==> src/rtl/mpg_pkg.sv <==
`timescale 1ns/1ps
package mpg_pkg;
  typedef enum logic [1:0] {
    DOM_NONE   = 2'd0,
    DOM_STATIC = 2'd1,
    DOM_DRAM   = 2'd2
  } dom_e;
endpackage

==> src/rtl/mpg_apd_gate.sv <==
`timescale 1ns/1ps
// One gated clock-enable / clock-run pair serving NSRC bank flags.
module mpg_apd_gate #(
  parameter int NSRC = 2
) (
  input  logic            clk,
  input  logic            rst,
  input  logic            apd_cke,
  input  logic            apd_clk,
  input  logic [NSRC-1:0] act,
  output logic            cke,
  output logic            clk_on
);
  logic busy;
  assign busy = |act;

  always_ff @(posedge clk) begin
    if (rst) begin
      cke    <= 1'b1;
      clk_on <= 1'b1;
    end else begin
      cke    <= !apd_cke || busy;
      clk_on <= !apd_clk || busy;
    end
  end
endmodule

==> src/rtl/mpg_dom_class.sv <==
`timescale 1ns/1ps
// Maps the request strobes onto the two turnaround domains.
module mpg_dom_class
  import mpg_pkg::*;
(
  input  logic req_static,
  input  logic req_dram,
  input  logic req_refresh,
  input  logic req_selfref,
  output dom_e dom
);
  logic dram_any;
  assign dram_any = req_dram || req_refresh || req_selfref;

  always_comb begin
    if (req_static)    dom = DOM_STATIC;
    else if (dram_any) dom = DOM_DRAM;
    else               dom = DOM_NONE;
  end
endmodule

==> src/rtl/mpg_turn_guard.sv <==
`timescale 1ns/1ps
// Counts idle cycles since the last accepted request and holds off
// a request that would switch domain too early.
module mpg_turn_guard
  import mpg_pkg::*;
#(
  parameter int GAP_CYCLES = 3
) (
  input  logic clk,
  input  logic rst,
  input  dom_e req_dom,
  output logic stall
);
  localparam int CNT_W = $clog2(GAP_CYCLES + 1);
  localparam logic [CNT_W-1:0] GAP_MAX = CNT_W'(GAP_CYCLES);

  dom_e             last_dom;
  logic [CNT_W-1:0] idle_cnt;
  logic             have_req;
  logic             switching;
  logic             accept;

  assign have_req  = (req_dom != DOM_NONE);
  assign switching = have_req && (last_dom != DOM_NONE) && (req_dom != last_dom);
  assign stall     = switching && (idle_cnt < GAP_MAX);
  assign accept    = have_req && !stall;

  always_ff @(posedge clk) begin
    if (rst) begin
      last_dom <= DOM_NONE;
      idle_cnt <= GAP_MAX;
    end else if (accept) begin
      last_dom <= req_dom;
      idle_cnt <= '0;
    end else if (idle_cnt < GAP_MAX) begin
      idle_cnt <= idle_cnt + 1'b1;
    end
  end
endmodule

==> src/rtl/mem_pwr_guard.sv <==
`timescale 1ns/1ps
module mem_pwr_guard
  import mpg_pkg::*;
#(
  parameter int NUM_PAIRS     = 2,
  parameter int NUM_ROM_BANKS = 4,
  parameter int GAP_CYCLES    = 3
) (
  input  logic                   clk,
  input  logic                   rst,
  input  logic                   cfg_cke_apd,
  input  logic                   cfg_clk_apd,
  input  logic [2*NUM_PAIRS-1:0] dram_bank_act,
  input  logic [NUM_ROM_BANKS-1:0] rom_bank_act,
  input  logic                   req_static,
  input  logic                   req_dram,
  input  logic                   req_refresh,
  input  logic                   req_selfref,
  output logic [NUM_PAIRS:0]     grp_cke,
  output logic [NUM_PAIRS:0]     grp_clk_on,
  output logic                   stall
);
  localparam int NGRP = NUM_PAIRS + 1;

  genvar g;
  generate
    for (g = 0; g < NGRP; g++) begin : g_grp
      if (g < NUM_PAIRS) begin : g_pair
        mpg_apd_gate #(.NSRC(2)) i_gate (
          .clk    (clk),
          .rst    (rst),
          .apd_cke(cfg_cke_apd),
          .apd_clk(cfg_clk_apd),
          .act    (dram_bank_act[2*g+1:2*g]),
          .cke    (grp_cke[g]),
          .clk_on (grp_clk_on[g])
        );
      end else begin : g_rom
        mpg_apd_gate #(.NSRC(NUM_ROM_BANKS)) i_gate (
          .clk    (clk),
          .rst    (rst),
          .apd_cke(cfg_cke_apd),
          .apd_clk(cfg_clk_apd),
          .act    (rom_bank_act),
          .cke    (grp_cke[g]),
          .clk_on (grp_clk_on[g])
        );
      end
    end
  endgenerate

  dom_e req_dom;

  mpg_dom_class i_class (
    .req_static (req_static),
    .req_dram   (req_dram),
    .req_refresh(req_refresh),
    .req_selfref(req_selfref),
    .dom        (req_dom)
  );

  mpg_turn_guard #(.GAP_CYCLES(GAP_CYCLES)) i_guard (
    .clk    (clk),
    .rst    (rst),
    .req_dom(req_dom),
    .stall  (stall)
  );
endmodule

==> config.mk <==
export PLATFORM = sky130hd
export DESIGN_NAME = mem_pwr_guard
export DESIGN_NICKNAME = d
export VERILOG_FILES = /design/src/rtl/mpg_pkg.sv /design/src/rtl/mpg_apd_gate.sv /design/src/rtl/mpg_dom_class.sv /design/src/rtl/mpg_turn_guard.sv /design/src/rtl/mem_pwr_guard.sv
export SDC_FILE = /design/constraint.sdc
export NUM_CORES = 1
export LEC_CHECK = 0
export ABC_CLOCK_PERIOD_IN_PS = 1400
export BUFFER_PORTS_ARGS = -buffer_cell sky130_fd_sc_hd__buf_2
export CORE_AREA = 2 2 39 41
export DETAILED_ROUTE_END_ITERATION = 10
export DIE_AREA = 0 0 41 43
export GPL_TIMING_DRIVEN = 0
export PLACE_DENSITY_LB_ADDON = 0.2
export SLEW_MARGIN = 40
export SYNTH_ARGS = -nofsm -noshare
export SYNTH_HDL_FRONTEND = slang
export SYNTH_SLANG_ARGS = --single-unit
==> constraint.sdc <==
create_clock -name clk -period 1.4 [get_ports clk]
set_input_delay 0.28 -clock clk [delete_from_list [all_inputs] [get_ports clk]]
set_output_delay 0.28 -clock clk [all_outputs]
set_load 0.05 [all_outputs]
Word-level counts from Yosys, hierarchy flattened. Index checks and enable logic that the tools add are counted.

Flip-flop bits (word level): 10. Input bits: 16. Output and inout bits: 7. Logic and storage cells: 36.

$add $sub $neg: 1. Order comparisons: 1. Equality and inequality tests: 1. Multiplexer cells: 4. Reduce and logical (&&, ||, !) cells: 21.

Operator list (count): 1-bit logical OR (8); 2-bit two-way mux (4); 2-bit nonzero test (3); 1-bit logical AND (4); 2-bit OR reduction (2); 4-bit OR reduction (1); 1-bit logical NOT (3); 2-bit by 1-bit adder with 2-bit output, second input constant (1); 2-bit less-than comparator, second input constant (1); 2-bit inequality test (1).

Longest topological paths before layout. Gate-level depths: netlist of run 1.

Depth in word-level cells: 11. Gate-level depth with buffers: 4. Depth with buffers taken out: 4.

Cells and area by module. A second synthesis of run 1 with hierarchy kept.

Cells, all modules: 44. Area, all modules: 440.4 um^2.

Modules (own cells, without submodules): mpg_turn_guard (instances 1, cells an instance 27, area an instance 240.2 um^2, seq. area each 80.1 um^2); mpg_apd_gate at g_grp[0].g_pair.i_gate ... (instances 2, cells an instance 4, area an instance 60.1 um^2, seq. area each 40.0 um^2); mpg_apd_gate at g_grp[2].g_rom.i_gate (instances 1, cells an instance 6, area an instance 63.8 um^2, seq. area each 40.0 um^2); mpg_dom_class (instances 1, cells an instance 3, area an instance 16.3 um^2, seq. area each 0.0 um^2).

Worst setup path after synthesis of run 1. No wires, ideal clock.

Path kind: register to output. Start: reg i_guard.idle_cnt[0]. End: out stall. Arrival: 1.349 ns. Setup slack: -0.229 ns. Cell stages (with the launch flop): 3. Path buffers: 0. Cells stage by stage: dfxtp_1 ha_1 a21oi_1.

Cells in the longest elaborated chain, start to end: 2.

Ends and longest elaborated chain: start: declaration (RTL line mpg_turn_guard.sv:18) `logic [CNT_W-1:0] idle_cnt;`; start signal: assignment (RTL line mpg_turn_guard.sv:36) `idle_cnt <= idle_cnt + 1'b1;`; 2-bit less-than comparator (RTL line mpg_turn_guard.sv:25) `assign stall = switching && (idle_cnt < GAP_MAX);`; 1-bit logical AND (RTL line mpg_turn_guard.sv:25); end: declaration (RTL line mem_pwr_guard.sv:21) `output logic stall`.

No other way between the ends.

Worst setup path after layout of run 1.
Start: in req_dram. End: out stall.

Cells in the longest elaborated chain, start to end: 8. Elaborated cells on any way between the ends: 9.

Ends and longest elaborated chain: start: declaration (RTL line mem_pwr_guard.sv:16) `input logic req_dram,`; 1-bit logical OR (*) (2 in series) (RTL line mpg_dom_class.sv:13) `assign dram_any = req_dram || req_refresh || req_selfref;`; 2-bit two-way mux (*) (RTL line mpg_dom_class.sv:17) `else if (dram_any) dom = DOM_DRAM;`; 2-bit two-way mux (*) (RTL line mpg_dom_class.sv:16) `if (req_static) dom = DOM_STATIC;`; 2-bit nonzero test (RTL line mpg_turn_guard.sv:23) `assign have_req = (req_dom != DOM_NONE);`; 1-bit logical AND (RTL line mpg_turn_guard.sv:24) `assign switching = have_req && (last_dom != DOM_NONE) && (req_dom != last_dom);`; 1-bit logical AND (*) (RTL line mpg_turn_guard.sv:24); 1-bit logical AND (*) (RTL line mpg_turn_guard.sv:25).

Mark *: on every way between the ends. The rest lies on a longest branch, timed or not.

==> run metrics, run 1 <==
Die Ht=43 µm; warnings from Yosys=0; initial antenna violation count=0; PortBufs=22; FF-to-FF End=i_guard.idle_cnt[1]$_SDFFE_PP1P_; minimum clock period after layout=1.37 ns; antenna fix cells=0; DIE WIDTH=41 µm; total die area=0.00176 mm²; Final setup viols=0; syn nets=63; clock root buffer=clkbuf_4; unrepaired setup endpoints after global routing=false; Clk pwr share=36.6%; Clock Latency Late Sink=between 0.2 and 0.3 ns; Reg clk slew, reported paths=0.06 ns; mean post-synth cell area=9.66 µm²; fin. max-slew vios=0; CTS sink count=10; sequential share of power=45.5%; Setup crit end kind=output port; Area growth syn-to-layout=42.0%; Fmax=0.731 GHz; measured slew at the worst slew-check pin=0.256 ns; first-pass GRT wire length=1.35 mm; power density cells=1090 mW/mm²; most frequent cells in the layout=buf_2, dfxtp_1, nand2_1, buf_4, clkbuf_4; Initial Utilization=32.1%; cell family with most CP delay=simple AND/OR/NAND/NOR gates; DRT Wirelength=between 800 and 900 µm; Avg Vias per Cell=4.55; IO Pins=23; CP max stage cell=or3_4; number of global-route vias before repair=351; Max Cap Violations=0; register bit total from synthesis=10; Layout Utilization=45.6%; Internal=roughly 0.52 mW; DP HPWL=650 µm; Hold Crit Class=primary input to flop; mapped cell area=444 µm²; FP Rows=14; Hold Path Stages=2; critical path fanouts, max=4; sequential-to-total area share from yosys stat=45.1%; DR DRC count=0; buffers and inverters on the worst path=2; Slew HR=82.9%; clock skew=0.00281 ns; Pleak=about 0.27 nW; Placer Congestion=0.689; Pre-antenna DRT Iters=1; worst r2r path cells=3; crit-path cells=buf_2, or3_4, nand3_1, a21oi_2, buf_6; GRT Util Overall=11.7%; CP Launch Type=primary input; Setup WS pre-CTS=-0.116 ns; sw power=roughly 0.17 mW; grt total ovfl=0; pin count of the biggest net entering global routing=8; Tcrit/Tclk final=between 90% and 100%; commonest non-fill, non-tap cell in the layout=buf_2; sw frac=24.7%; final hold vios=0; Hold Crit Start=cfg_cke_apd; initial drt markers=0; post-route ant nets=0; WP data required=1.12 ns; WS Path Type=primary input to output port; outcome=completed; Synth Instances=between 40 and 50; maximum vdd drop=a little over 600 µV; wire per inst=9.20 µm; setup ws final=0.0320 ns; post-synth cell types=20; Combinational Power Share=17.9%; CTS tree=yes; CTS buffer count=3; Worst R2R Setup Slack=0.31 ns; RR Startpoint=i_guard.idle_cnt[0]$_SDFFE_PP1P_; Vias=400; H-Tree Depth=1; Crit path largest cell delay=0.40 ns; layout cells sized above 1=54.2%; Core ar.=approximately 0.0014 mm²; Layout Nets=90; Worst Path Arrival=1.09 ns; Hold Path Sink=g_grp[1].g_pair.i_gate.cke$_SDFF_PP1_; Clock Path Buffers=2
==> how the worst max path moves through the flow <==
| stage | startpoint | end | slack (ns) | depth (start not counted) |
|---|---|---|---|---|
| final | req_dram | stall | 0.03 | 5 |
| after global routing | i_guard.last_dom[1]$_SDFFE_PP0P_ | stall | 0.008 | 3 |
| after CTS | req_selfref | stall | 0.002 | 5 |
| after detailed placement | req_selfref | stall | -0.12 | 6 |
| after global placement | req_selfref | stall | -0.11 | 6 |
| after floorplan | req_selfref | stall | 0.05 | 4 |
==> cells by family after synthesis <==
group	share of synthesized area, %
AND/OR/NAND/NOR	22.3
flip-flops	45.1
AO/OA/AOI/OAI	16.3
buffers and inverters	13.5
adder cells (fa/ha/maj)	2.82
==> power groups by stage <==
stage          Combinational, mW  Sequential [mW]  Clock [mW]
6_report                   0.123            0.313       0.252
5_1_grt                    0.134            0.314       0.280
4_1_cts                    0.122            0.312       0.264
3_5_place_dp               0.114            0.316           0
3_3_place_gp               0.114            0.316           0
2_1_floorplan             0.0767            0.314           0
==> routing by layer <==
layer	global-route usage (%)	up-vias	wire length [µm]
li1	-	210	-
met1	12.8	180	335
met2	16.6	10	408
met3	9.42	0	67
met4	4.00	0	0
met5	0	-	0
==> state kept, by name, indices dropped and copies added, names as in the netlist <==
name and cells:
g_grp.g_pair.i_gate.cke 2, i_guard.last_dom 2, g_grp.g_rom.i_gate.cke 1, i_guard.idle_cnt 2, g_grp.g_rom.i_gate.clk_on 1, g_grp.g_pair.i_gate.clk_on 2
==> per-stage QoR <==
stage,area (µm²),instances,setup TNS (ns),hold slack (ns),power (mW)
6_report,631,88,0,0.207,0.688
5_1_grt,631,88,0,0.203,0.728
4_1_cts,622,87,0,0.200,0.697
3_5_place_dp,578,84,-0.116,0.479,0.431
3_3_place_gp,578,84,-0.109,0.480,0.430
2_1_floorplan,448,46,0,0.342,0.391
==> layout make-up <==
type                            instances  area [µm²]
Tap cell                               16        20.0
Clock buffer                            4        36.3
Fill cell                             147         753
Multi-Input combinational cell         28         200
Inverter                                1        3.75
Timing Repair Buffer                   23         124
Sequential cell                        10         201
Buffer                                  6        45.0
==> synth_stat cells <==
cell       number  area (µm²)
nor2_1          2        7.51
buf_4           6        45.0
nor3_1          2        10.0
buf_6           1        11.3
or3_4           1        11.3
inv_1           1        3.75
nand2_1         7        26.3
a2111oi_2       1        15.0
a221o_1         1        10.0
a211oi_1        2        15.0
nor3b_2         1        12.5
ha_1            1        12.5
a211o_1         1        8.76
a311oi_1        1        8.76
nand3_1         1        5.00
a21oi_1         3        15.0
nor2b_1         1        6.26
dfxtp_1        10         200
nand2b_1        2        12.5
or4_1           1        7.51
==> timing repair <==
action / 4_1_cts / 5_1_grt
setup endpoints to repair: 1 / 1
pin swaps: 0 / 1
resized for setup: 4 / 1
cloned: 0 / 0
buffers inserted: 0 / 1
hold buffers: 0 / 0
No activity file was read; power rests on OpenSTA's default activity.
==> inputs of run 2 (changes only) <==
--- a/config.mk
+++ b/config.mk
@@ -8,6 +8,7 @@
 export ABC_CLOCK_PERIOD_IN_PS = 1400
 export BUFFER_PORTS_ARGS = -buffer_cell sky130_fd_sc_hd__buf_2
 export CORE_AREA = 2 2 39 41
+export CTS_BUF_LIST = sky130_fd_sc_hd__clkbuf_4
 export DETAILED_ROUTE_END_ITERATION = 10
 export DIE_AREA = 0 0 41 43
 export GPL_TIMING_DRIVEN = 0
==> run metrics, run 2 (synthesis results as in run 1) <==
Initial Utilization=32.1% (unchanged); Max Cap Violations=0 (unchanged); Pre-antenna DRT Iters=1 (unchanged); Clock Path Buffers=2 (unchanged); CTS sink count=10 (unchanged); Pleak=0.262 nW (-2.1%); outcome=completed; Area growth syn-to-layout=39.7%; Placer Congestion=0.689 (unchanged); Hold Crit Class=primary input to flop; Final setup viols=0 (unchanged); CP Launch Type=primary input; IO Pins=23 (unchanged); unrepaired setup endpoints after global routing=false; Core ar.=0.00138 mm² (unchanged); fin. max-slew vios=0 (unchanged); final hold vios=0 (unchanged); GRT Util Overall=11.7% (unchanged); antenna fix cells=0 (unchanged); PortBufs=22 (unchanged); pin count of the biggest net entering global routing=8 (unchanged); Vias=399 (-0.25%); maximum vdd drop=664 µV (+8.4%); measured slew at the worst slew-check pin=0.256 ns (unchanged); CTS hold repair buffers=0 (unchanged); DR DRC count=0 (unchanged); post-route ant nets=0 (unchanged); first-pass GRT wire length=1.35 mm (unchanged); most frequent cells in the layout=buf_2, dfxtp_1, nand2_1, buf_4, clkbuf_4; Avg Vias per Cell=4.53 (-0.25%); minimum clock period after layout=1.37 ns (unchanged); CTS tree=yes; number of global-route vias before repair=351 (unchanged); FP Rows=14 (unchanged); placed inst area=578 µm² (unchanged); WP data required=1.12 ns (about the same); WS Path Type=primary input to output port; dpl cells=84 (unchanged); critical path fanouts, max=4 (unchanged); Reg clk slew, reported paths=0.06 ns (about the same); Clock Latency Late Sink=0.26 ns (about the same); DRT Wirelength=811 µm (+0.12%); layout cells sized above 1=52.8% (-1.4 points); clock root buffer=clkbuf_4; non-filler instance count after layout=88 (unchanged); clock skew=0.00404 ns (+0.00123 ns); initial antenna violation count=0 (unchanged); grt total ovfl=0 (unchanged); commonest non-fill, non-tap cell in the layout=buf_2; Layout Nets=90 (unchanged); wire per inst=9.22 µm (+0.12%); Slew HR=82.9% (unchanged); Worst Path Arrival=1.09 ns (about the same); final instance area=621 µm² (-1.6%); total power=0.632 mW (-8.2%); Tcrit/Tclk final=97.7% (unchanged); H-Tree Depth=1 (unchanged); Setup crit end kind=output port; Fmax=0.731 GHz (unchanged); Die Ht=43 µm (unchanged); power density cells=1020 mW/mm² (-6.7%); CTS buffer count=3 (unchanged); Final TNS setup=0 ns (unchanged); initial drt markers=0 (unchanged); DP HPWL=650 µm (unchanged); total die area=0.00176 mm² (unchanged); DIE WIDTH=41 µm (unchanged)
[run 2: cell types whose count changed in the layout (fill, tap and decap cells not counted), sizes merged]
cell and change:
clkbuf -1, clkinv +1
[run 2: cell type report]
type / count / area [µm²]
fillers: 148 / 763
flip-flops and latches: 10 / 201
multi-input cells: 28 / 200
repair buffers: 23 / 124
plain buffers: 6 / 45.0
clock buffers: 3 / 22.5
well taps: 16 / 20.0
clock inverters: 1 / 3.75
inverters: 1 / 3.75
[run 2: final timing paths]
kind | from | endpoint | slack (ns) | cells after the start
setup / recovery | req_dram | stall | 0.03 | 5
hold / removal | cfg_cke_apd | g_grp[1].g_pair.i_gate.cke$_SDFF_PP1_ | 0.21 | 2
setup reg to reg | i_guard.idle_cnt[0]$_SDFFE_PP1P_ | i_guard.idle_cnt[1]$_SDFFE_PP1P_ | 0.31 | 3
hold reg to reg | i_guard.idle_cnt[0]$_SDFFE_PP1P_ | i_guard.idle_cnt[0]$_SDFFE_PP1P_ | 0.52 | 1
[run 2: through the flow]
stage	hold slack [ns]	utilization, %	setup slack [ns]
2_1_floorplan	0.342	-	0.0523
3_3_place_gp	0.480	41.8	-0.109
3_5_place_dp	0.479	41.8	-0.116
4_1_cts	0.202	44.2	0.00241
5_1_grt	0.203	44.8	0.00673
6_report	0.208	44.8	0.0320
[run 2: what timing repair did]
action                     in CTS  in global routing
resized for setup               4                  1
setup endpoints to repair       1                  1
setup buffers                   0                  1
pin swaps                       0                  1
[run 2: power by group]
part	total (mW)	internal (mW)	switching, mW	leakage, nW
sequential	0.313	0.300	0.0127	0.0824
clock	0.196	0.103	0.0931	0.0154
combinational	0.123	0.0602	0.0627	0.164
total	0.632	0.463	0.169	0.262
[run 2: critical path, stage by stage]
cell and delay (ns):
buf_2 0.10, or3_4 0.40, nand3_1 0.11, a21oi_2 0.06
buf_6 0.15
[run 2: metal layers]
layer  share of wire (%)  vias to the layer above  global-route usage (%)
met3                 8.3                        0                    9.42
li1                    -                      211                       -
met1                  42                      178                    12.8
met5                   0                        -                       0
met4                   0                        0                    4.00
met2                  50                       10                    16.6
==> inputs of run 3 (changes only) <==
==> constraint.sdc (replaced) <==
create_clock -name clk -period 1.4 [get_ports clk]
set_input_delay 0.14 -clock clk [delete_from_list [all_inputs] [get_ports clk]]
set_output_delay 0.14 -clock clk [all_outputs]
set_load 0.05 [all_outputs]
==> run metrics, run 3 (synthesis results as in run 1) <==
outcome=completed; Setup WS pre-CTS=0.164 ns (+0.280 ns); power density cells=1020 mW/mm² (about the same); Tcrit/Tclk final=95.5% (-2.3 points); Clock Path Buffers=2 (unchanged); setup ws final=0.0635 ns (+0.0315 ns); Hold Crit Start=cfg_cke_apd; Reg clk slew, reported paths=0.06 ns (about the same); Worst Path Arrival=1.20 ns (+0.11 ns); CP max stage cell=dfxtp_1; Max Cap Violations=0 (unchanged); GRT Util Overall=11.6% (-0.10 points); critical path fanouts, max=7 (+3); final hold vios=0 (unchanged); Final setup viols=0 (unchanged); DR DRC count=0 (unchanged); PortBufs=22 (unchanged); Clock Latency Late Sink=0.26 ns (about the same); WP data required=1.26 ns (+0.14 ns); WS Path Type=flop to output port; DIE WIDTH=41 µm (unchanged); dpl cells=84 (unchanged); Placer Congestion=0.689 (unchanged); wire per inst=9.05 µm (-1.8%); H-Tree Depth=1 (unchanged); non-filler instance count after layout=88 (unchanged); Avg Vias per Cell=4.56 (+0.50%); initial drt markers=1 (+1); DP HPWL=650 µm (unchanged); first-pass GRT wire length=1.34 mm (-1.0%); FP Rows=14 (unchanged); Crit path largest cell delay=0.33 ns (-0.07 ns); Pre-antenna DRT Iters=4 (+3); pin count of the biggest net entering global routing=8 (unchanged); Core ar.=0.00138 mm² (unchanged); Area growth syn-to-layout=36.6%; Vias=401 (+0.50%); maximum vdd drop=655 µV (-1.3%); measured slew at the worst slew-check pin=0.255 ns (-0.00132 ns); placed inst area=578 µm² (unchanged); final instance area=607 µm² (-2.2%); most frequent cells in the layout=buf_2, dfxtp_1, nand2_1, buf_4, clkbuf_4; RR Startpoint=i_guard.idle_cnt[0]$_SDFFE_PP1P_; Setup crit end kind=output port; CP Launch Type=flop; crit-path cells=ha_1, a21oi_2, buf_4; Slew HR=83.0% (+0.088 points); CTS buffer count=3 (unchanged); DRT Wirelength=796 µm (-1.8%); Hold Crit Class=primary input to flop; number of global-route vias before repair=350 (-0.28%); layout cells sized above 1=50.0% (-2.8 points); Final TNS setup=0 ns (unchanged); fill count=149 (+0.68%); CTS tree=yes; total die area=0.00176 mm² (unchanged); Die Ht=43 µm (unchanged); grt total ovfl=0 (unchanged); post-route ant nets=0 (unchanged); clock skew=0.00256 ns (-0.00148 ns); antenna fix cells=0 (unchanged); Initial Utilization=32.1% (unchanged); fin. max-slew vios=0 (unchanged); Pleak=0.262 nW (+0.21%); clock root buffer=clkbuf_4; Fmax=0.748 GHz (+2.4%); Layout Nets=90 (unchanged); buffers and inverters on the worst path=1 (-1); initial antenna violation count=0 (unchanged); total power=0.618 mW (-2.2%); Hold Slack=0.0731 ns (-0.134 ns); Critical Path Source=i_guard.idle_cnt[0]$_SDFFE_PP1P_; unrepaired setup endpoints after global routing=false; cell family with most CP delay=flip-flops; minimum clock period after layout=1.34 ns (-0.0315 ns); Layout Utilization=43.9% (-0.99 points); commonest non-fill, non-tap cell in the layout=buf_2; CTS sink count=10 (unchanged); IO Pins=23 (unchanged)
[run 3: changes by cell type in the layout (fill, tap and decap cells not counted)]
cell,change
dfxtp_2,-1
ha_1,+1
ha_4,-1
dfxtp_1,+1
[run 3: final timing paths]
check        slack, ns  cells past startpoint                               endpoint
max               0.06                      3                                  stall
min               0.07                      2  g_grp[1].g_pair.i_gate.cke$_SDFF_PP1_
max reg2reg       0.19                      3       i_guard.idle_cnt[1]$_SDFFE_PP1P_
min reg2reg       0.49                      1       i_guard.idle_cnt[1]$_SDFFE_PP1P_
[run 3: cell type report]
| class | count | area, µm² | area share (%) |
|---|---|---|---|
| clock buffers | 3 | 22.5 | 3.71 |
| plain buffers | 7 | 56.3 | 9.28 |
| multi-input cells | 28 | 188 | 30.9 |
| inverters | 1 | 3.75 | 0.619 |
| clock inverters | 1 | 3.75 | 0.619 |
| repair buffers | 22 | 113 | 18.6 |
| well taps | 16 | 20.0 | 3.30 |
| flip-flops and latches | 10 | 200 | 33.0 |
[run 3: repair_timing]
action	CTS	global route
endpoints found under the setup margin	1	0
setup buffers	0	0
hold buffers	0	0
resized for setup	1	0
[run 3: per-layer routing]
layer,track usage [%],routed length [µm]
met3,9.42,68
met5,0,0
met4,4.00,0
met2,16.6,398
met1,12.5,329
[run 3: power breakdown]
part           total [mW]  switching [mW]  internal [mW]
clock               0.193          0.0904          0.103
sequential          0.310          0.0102          0.299
combinational       0.115          0.0618         0.0535
total               0.618           0.162          0.456
